`config.mk`:
```
export PLATFORM = sky130hd
export DESIGN_NAME = lpm_ctrl_reg
export DESIGN_NICKNAME = d
export VERILOG_FILES = /design/src/rtl/lpm_pkg.sv /design/src/rtl/lpm_cfg_reg.sv /design/src/rtl/lpm_rst_gen.sv /design/src/rtl/lpm_halt_seq.sv /design/src/rtl/lpm_ctrl_reg.sv
export SDC_FILE = /design/constraint.sdc
export NUM_CORES = 1
export LEC_CHECK = 0
export BUFFER_PORTS_ARGS = -buffer_cell sky130_fd_sc_hd__clkbuf_2
export CAP_MARGIN = 20
export CORE_MARGIN = 5
export CORE_UTILIZATION = 56
export CTS_BUF_LIST = sky130_fd_sc_hd__clkbuf_2
export CTS_CLUSTER_DIAMETER = 40
export CTS_CLUSTER_SIZE = 28
export DETAILED_ROUTE_END_ITERATION = 10
export PLACE_DENSITY = 0.91
export SYNTH_ARGS = -nofsm -noshare
export SYNTH_HDL_FRONTEND = slang
export SYNTH_SLANG_ARGS = --single-unit
```
`constraint.sdc`:
```
create_clock -name clk -period 3.4 [get_ports clk]
set_input_delay 0.34 -clock clk [delete_from_list [all_inputs] [get_ports clk]]
set_output_delay 0.34 -clock clk [all_outputs]
set_load 0.05 [all_outputs]
```
`src/rtl/lpm_pkg.sv`:
```
package lpm_pkg;

    // Bit positions that software decodes
    localparam int BIT_STOP  = 7;
    localparam int BIT_SLEEP = 6;
    localparam int BIT_HIZ   = 5;
    localparam int BIT_RSTN  = 4;
    localparam int BIT_TMRN  = 3;
    localparam int BIT_SELH  = 2;
    localparam int BIT_SELL  = 1;
    localparam int BIT_RESV  = 0;

    localparam int HALT_MAX = 33;

    typedef struct packed {
        logic       hiz;
        logic [1:0] sel;
        logic       resv;
    } cfg_t;

    typedef struct packed {
        logic stop;
        logic timer;
        logic sleep;
    } req_t;

    typedef enum logic {PH_RUN = 1'b0, PH_HALT = 1'b1} phase_e;

    // Halt length: 0, 9, 17, 33 for selections 0..3
    function automatic int unsigned halt_len(input logic [1:0] sel);
        if (sel == 2'd0)
            return 0;
        return (32'd4 << sel) + 32'd1;
    endfunction

    // Mode priority: stop > timer-only > sleep
    function automatic req_t pick_req(input logic stop_b, input logic tmr_b, input logic slp_b);
        req_t r;
        r.stop  = stop_b;
        r.timer = tmr_b & ~stop_b;
        r.sleep = slp_b & ~stop_b & ~tmr_b;
        return r;
    endfunction

endpackage

```
`src/rtl/lpm_cfg_reg.sv`:
```
module lpm_cfg_reg
    import lpm_pkg::*;
(
    input  logic       clk,
    input  logic       rst,
    input  logic       we,
    input  logic [7:0] wdata,
    output cfg_t       cfg,
    output req_t       req,
    output logic       rst_trig,
    output logic [7:0] rdata
);
    cfg_t cfg_q;
    req_t req_q;
    req_t req_d;
    logic rst_wr;

    assign rst_wr = we & ~wdata[BIT_RSTN];

    always_comb begin
        req_d = pick_req(wdata[BIT_STOP], ~wdata[BIT_TMRN], wdata[BIT_SLEEP]);
        if (!we || rst_wr)
            req_d = '0;
    end

    always_ff @(posedge clk) begin
        if (rst) begin
            cfg_q <= '0;
            req_q <= '0;
        end else begin
            req_q <= req_d;
            if (we) begin
                cfg_q.hiz  <= wdata[BIT_HIZ];
                cfg_q.sel  <= {wdata[BIT_SELH], wdata[BIT_SELL]};
                cfg_q.resv <= wdata[BIT_RESV];
            end
        end
    end

    always_comb begin
        rdata            = '0;
        rdata[BIT_HIZ]   = cfg_q.hiz;
        rdata[BIT_RSTN]  = 1'b1;
        rdata[BIT_TMRN]  = 1'b1;
        rdata[BIT_SELH]  = cfg_q.sel[1];
        rdata[BIT_SELL]  = cfg_q.sel[0];
        rdata[BIT_RESV]  = cfg_q.resv;
    end

    assign cfg      = cfg_q;
    assign req      = req_q;
    assign rst_trig = rst_wr;
endmodule

```
`src/rtl/lpm_rst_gen.sv`:
```
module lpm_rst_gen #(
    parameter int RST_CYCLES = 3
) (
    input  logic clk,
    input  logic rst,
    input  logic trig,
    output logic pulse
);
    localparam int CW = $clog2(RST_CYCLES + 1);
    localparam logic [CW-1:0] LOAD = CW'(RST_CYCLES);

    logic [CW-1:0] cnt;

    always_ff @(posedge clk) begin
        if (rst)
            cnt <= '0;
        else if (trig)
            cnt <= LOAD;
        else if (cnt != '0)
            cnt <= cnt - 1'b1;
    end

    assign pulse = (cnt != '0);
endmodule

```
`src/rtl/lpm_halt_seq.sv`:
```
module lpm_halt_seq
    import lpm_pkg::*;
#(
    parameter int RUN_LEN = 4
) (
    input  logic       clk,
    input  logic       rst,
    input  logic [1:0] sel,
    output logic       clk_en
);
    localparam int MAXC = (RUN_LEN > HALT_MAX) ? RUN_LEN : HALT_MAX;
    localparam int CW   = $clog2(MAXC + 1);
    localparam logic [CW-1:0] RUN_LAST = CW'(RUN_LEN - 1);

    phase_e        phase;
    logic [CW-1:0] cnt;
    logic [CW-1:0] hlen;

    assign hlen = CW'(halt_len(sel));

    always_ff @(posedge clk) begin
        if (rst) begin
            phase <= PH_RUN;
            cnt   <= '0;
        end else begin
            unique case (phase)
                PH_RUN: begin
                    if (cnt == RUN_LAST) begin
                        cnt <= '0;
                        if (hlen != '0) begin
                            phase <= PH_HALT;
                            cnt   <= hlen - 1'b1;
                        end
                    end else begin
                        cnt <= cnt + 1'b1;
                    end
                end
                PH_HALT: begin
                    if (sel == 2'd0 || cnt == '0) begin
                        phase <= PH_RUN;
                        cnt   <= '0;
                    end else begin
                        cnt <= cnt - 1'b1;
                    end
                end
                default: begin
                    phase <= PH_RUN;
                    cnt   <= '0;
                end
            endcase
        end
    end

    assign clk_en = (phase == PH_RUN) || (sel == 2'd0);
endmodule

```
`src/rtl/lpm_ctrl_reg.sv`:
```
module lpm_ctrl_reg
    import lpm_pkg::*;
#(
    parameter int RUN_LEN    = 4,
    parameter int RST_CYCLES = 3
) (
    input  logic       clk,
    input  logic       rst,
    input  logic       bus_we,
    input  logic [7:0] bus_wdata,
    output logic [7:0] bus_rdata,
    output logic       stop_req,
    output logic       sleep_req,
    output logic       timer_req,
    output logic       pins_hiz,
    output logic       int_rst,
    output logic       cpu_clk_en
);
    cfg_t cfg;
    req_t req;
    logic rst_trig;

    lpm_cfg_reg u_reg (
        .clk      (clk),
        .rst      (rst),
        .we       (bus_we),
        .wdata    (bus_wdata),
        .cfg      (cfg),
        .req      (req),
        .rst_trig (rst_trig),
        .rdata    (bus_rdata)
    );

    lpm_rst_gen #(.RST_CYCLES(RST_CYCLES)) u_rst (
        .clk   (clk),
        .rst   (rst),
        .trig  (rst_trig),
        .pulse (int_rst)
    );

    lpm_halt_seq #(.RUN_LEN(RUN_LEN)) u_seq (
        .clk    (clk),
        .rst    (rst),
        .sel    (cfg.sel),
        .clk_en (cpu_clk_en)
    );

    assign stop_req  = req.stop;
    assign sleep_req = req.sleep;
    assign timer_req = req.timer;
    assign pins_hiz  = cfg.hiz;
endmodule

```
Word-level counts from Yosys, hierarchy flattened
Cells that the tools add are included.
- reductions and logical operators: 10
- shift-type cells: 1
- equality and inequality tests: 1
- $add $sub $neg: 5
- bitwise operators: 8
- mux-type cells: 12
- operators with widths (kind ; number):
    $mux W6 ; 4
    $add A6 B1 Y6 const B ; 2
    $pmux W6 S2 ; 1
    $sub A6 B1 Y6 const B ; 2
    $eq A6 B2 Y1 const B ; 1
    $logic_not A6 Y1 ; 1
    $reduce_bool A6 Y1 ; 1
    $shl A3 B2 Y6 const A ; 1
    $and A1 B1 Y1 ; 4
    $mux W1 ; 4
    $mux W2 ; 2
    $not A1 Y1 ; 4
    $reduce_bool A2 Y1 ; 2
    $logic_or A1 B1 Y1 ; 3
    $logic_not A2 Y1 ; 1
    $pmux W1 S2 ; 1
    $reduce_or A2 Y1 ; 1
    $sub A2 B1 Y2 const B ; 1
    $logic_not A1 Y1 ; 1
- register bits after elaboration: 16
- bits of input ports: 11
- logic and storage cells: 46

Logic depth before layout (Yosys ltp)
- word-level depth: 7
- gate-level depth with buffers: 5

Hierarchy
From an unflattened synthesis, not the netlist that was laid out.
- cells, all modules: 103
- area, all modules: 940.9 um^2
- modules (own cells, without submodules) (module ; seq. area each (um^2) ; area an instance (um^2) ; instances ; cells each):
    lpm_halt_seq ; 140.1 ; 499.2 ; 1 ; 60
    lpm_cfg_reg ; 140.1 ; 341.6 ; 1 ; 32
    lpm_rst_gen ; 40.0 ; 100.1 ; 1 ; 11

Worst setup path after synthesis
Ideal clock, no wire load.
- path kind: flip-flop to flip-flop
- start point: register, netlist name u_reg.cfg[2]
- end point: register u_seq.cnt[3]
- arrival time: 1.809 ns
- setup slack: 1.474 ns
- stages on the path, launching flop included: 4
- period minus slack after synthesis: 1.926 ns
- cell sequence: dfxtp_1 o21ai_1 a21oi_2 a32o_1
- longest elaborated chain between the ends: 7
- ends and longest elaborated chain (what ; RTL line ; source):
    $shl A3 B2 Y6 or $logic_not A2 Y1 (tied branches) ; lpm_pkg.sv:33, lpm_pkg.sv:31, lpm_halt_seq.sv:39 ;
    $add A6 B1 Y6 or $mux W1 (tied branches) ; lpm_pkg.sv:33, lpm_pkg.sv:31 ;
    $mux W6 ; lpm_pkg.sv:33 ; return (32'd4 << sel) + 32'd1;
    $sub A6 B1 Y6 or $reduce_bool A6 Y1 (tied branches) ; lpm_halt_seq.sv:32, lpm_halt_seq.sv:30 ;
    $mux W6 ; lpm_halt_seq.sv:30 ; if (hlen != '0) begin
    $mux W6 ; lpm_halt_seq.sv:28 ; if (cnt == RUN_LAST) begin
    $pmux W6 S2 * ; lpm_halt_seq.sv:26 ; unique case (phase)
    to (signal assigned) ; lpm_halt_seq.sv:32 ; cnt <= hlen - 1'b1;
    to (signal assigned) ; lpm_halt_seq.sv:35 ; cnt <= cnt + 1'b1;
    to (signal assigned) ; lpm_halt_seq.sv:43 ; cnt <= cnt - 1'b1;
    to (decl) ; lpm_halt_seq.sv:16 ; logic [CW-1:0] cnt;
Every way passes the cells marked *; elsewhere a longest branch is shown, timed or not.
A chain may end at the register's enable or synchronous reset.

Worst setup path in the final report
- start point: register, netlist name u_reg.cfg[2]
- end point: output port cpu_clk_en
- longest elaborated chain between the ends: 2
- ends and longest elaborated chain (what ; RTL line ; source):
    $logic_not A2 Y1 ; lpm_halt_seq.sv:54 ; assign clk_en = (phase == PH_RUN) || (sel == 2'd0);
    $logic_or A1 B1 Y1 ; lpm_halt_seq.sv:54 ;
    to (decl) ; lpm_ctrl_reg.sv:17 ; output logic cpu_clk_en
No other way between the ends.

==> summary.md <==
| Metric | Value |
|---|---|
| Unique masters post-synth | 28 |
| R2r setup slk | 1.97 ns |
| Share of layout cells above drive strength 1 | 22.2% |
| # IOs | 25 |
| CTS Buf Count | 3 |
| Avg Inst Size Synth | 8.53 µm² |
| Vias | 731 |
| Root buf cell | clkbuf_2 |
| Largest buffer count on any clock path | 2 |
| Net count, final | 133 |
| Crit start category | register |
| Synth Instances | 99 |
| Area of the multi-input gates | 452 µm² |
| Routed length per instance | 12.9 µm |
| Leakage | 0.456 nW |
| Buffers on Ports | 20 |
| Critical path class | register to output pin |
| Synth warn | 0 |
| Critical Path AT | 1.34 ns |
| Register area | 320 µm² |
| CTS tree | yes |
| Clock latency on the worst-skew pair | 0.31 ns |
| Critical Path Source | u_reg.cfg[2]$_SDFFE_PP0P_ |
| Final Core Density | 63.9% |
| Setup total negative slack | 0 ns |
| Vias in the first global route | 699 |
| Vias/cell | 5.50 |
| Die height | 48.8 µm |
| Largest net degree at the start of global routing | 13 |
| Reg2Reg Depth | 3 |
| Required @ worst endpoint | 3.06 ns |
| Total grt overflow | 0 |
| Mapped Area | 845 µm² |
| Final critical-path required period | 1.68 ns |
| Slew Viols, Final | 0 |
| First-pass GRT wire length | 2.95 mm |
| Crit-path max FO | 7 |
| Routed Antenna Nets | 0 |
| Final WL | 1.71 mm |
| GRT Overall Usage | 15.5% |
| Clk slew on worst S/H paths | 0.16 ns |
| Seq cells post-synth | 16 |
| # DRC | 0 |
| Die area | 2380 µm² |
| Row cnt | 14 |
| Synth-to-layout area growth | 11.4% |
| Skew final | 0.00522 ns |
| Pwr dens | 488 nW/µm² |
| Hold-critical path endpoint | u_reg.req[0]$_SDFF_PP0_ |
| Sequential-to-total area share from yosys stat | 37.9% |
| Hold Vio Cnt, Final | 0 |
| Initial DRC Count | 17 |
| Fmax | 595 MHz |
| RR Endpoint | u_seq.cnt[5]$_SDFF_PP0_ |
| Number of diodes | 0 |
| Hold Buf Count CTS | 0 |
| CP endpoint kind | output pin |
| Setup Buffers After CTS | 0 |
| Initial antenna violation count | 0 |
| Initial Util | 57.4% |
| CTS H-tree depth | 1 |
| Hold Path Cell Cnt | 2 |
| Number of max-cap violations | 0 |
| Outcome | finished, final reports clean |
| Post-DP HPWL | 1.31 mm |
| Min-delay worst type | input port to register |
| GP Congestion | 0.923 |
| Core ar. | 1470 µm² |
| Worst reg2reg path startpoint | u_seq.cnt[4]$_SDFF_PP0_ |
| Top cell type's share of synthesized area | 37.9% |
| DIE WIDTH | 48.8 µm |
| Number of filler cells placed in the layout | 129 |
| Worst VDD drop | 0.293 mV |
| Post-route clock period utilization | 49.4% |
| RSZ-0062 raised after global routing | no |
| Clock Sinks | 16 |
| Leading area contributor after synthesis | dfxtp_1 |
| Cts repair resizes | 0 |
| # setup viols final | 0 |
| Hold path start | bus_wdata[7] |
| DR pass1 iterations | 4 |
| Synth top area cells | dfxtp_1 (38%), ha_1 (5.9%), mux2i_1 (5.9%) |
## through the flow
stage / instances / hold WS [ns] / total power [mW] / instance area, µm² / setup slack, ns
2_1_floorplan: 101 / 0.417 / 0.345 / 852 / 1.47
3_3_place_gp: 129 / 0.475 / 0.366 / 922 / 2.05
3_5_place_dp: 129 / 0.501 / 0.371 / 922 / 2.01
4_1_cts: 133 / 0.211 / 0.459 / 941 / 1.74
5_1_grt: 133 / 0.208 / 0.485 / 941 / 1.67
6_report: 133 / 0.203 / 0.459 / 941 / 1.72
## power breakdown
group / switching, mW / internal [mW] / leakage [nW]
clock network: 0.0661 / 0.0255 / 0.0140
registers: 0.0133 / 0.204 / 0.131
logic: 0.0974 / 0.0531 / 0.311
total: 0.177 / 0.282 / 0.456
## layout by cell type (no fill, tap or decap), drive strengths merged, types with 2 or more instances in the layout
master | netlist | layout
ha | 4 | 4
a21oi | 5 | 5
a32o | 3 | 3
nor2 | 12 | 12
inv | 8 | 8
conb | 2 | 4
mux2i | 5 | 5
nand2 | 6 | 6
xor2 | 4 | 4
o21ai | 4 | 4
clkbuf | 2 | 23
xnor2 | 2 | 2
dfxtp | 16 | 16
nor3 | 5 | 5
nand3 | 6 | 6
## worst max-delay path, stage by stage, from the launching register on
cell and delay, ns:
dfxtp_1 0.40, o21ai_1 0.29, clkbuf_2 0.34
## flip-flops by register name, summed over array words and instances, names as in the netlist
signal / flops
u_rst.cnt: 2
u_reg.req: 3
u_seq.phase: 1
u_reg.cfg: 4
u_seq.cnt: 6
## metal layers
metal	wire [µm]	vias up	global-route usage, %
li1	-	365	-
met1	681	332	17.1
met2	872	31	27.0
met3	123	3	2.14
met4	33	0	10.8
met5	0	-	0
## worst max-delay path by stage
stage	end	slack [ns]	cells past startpoint
2_1_floorplan	u_seq.cnt[3]$_SDFF_PP0_	1.47	3
3_3_place_gp	u_seq.cnt[5]$_SDFF_PP0_	2.05	3
3_5_place_dp	u_seq.cnt[5]$_SDFF_PP0_	2.01	3
4_1_cts	cpu_clk_en	1.74	2
5_1_grt	int_rst	1.67	4
6_report	cpu_clk_en	1.72	2
## cells by family (layout without fill, tap and decap cells)
logic type,Yosys count,in the layout,share of synthesized area [%]
other cells,2,4,0.889
mux,6,6,7.26
buf+inv,16,32,9.48
xor+xnor,6,6,6.22
compound gates,14,14,11.3
flops,16,16,37.9
simple gates,35,35,21.0
fa+ha+maj,4,4,5.93
## layout make-up
class                   instances  share of cell area [%]
clock inverters                 1                   0.399
clock buffers                   3                    1.60
multi-input cells              69                    48.0
well taps                      16                    2.13
repair buffers                 20                    10.6
flip-flops and latches         16                    34.0
inverters                       8                    3.19
## cells in the mapped netlist
master,instances
o21ai_1,2
a21oi_1,4
o21ai_0,2
mux2_2,1
dfxtp_1,16
nand3_1,6
clkbuf_1,2
a22oi_1,1
a32o_1,3
nand4_1,1
nor2_1,12
buf_4,5
or3_1,1
buf_2,1
conb_1,2
nor4_4,1
nor3_1,5
inv_1,8
nand2_1,6
nand2b_1,1
nor2b_1,1
ha_1,4
mux2i_1,5
nand4b_1,1
xor2_1,4
o221ai_1,1
a21oi_2,1
xnor2_1,2
Note: power is estimated with default switching activity, not from simulation.
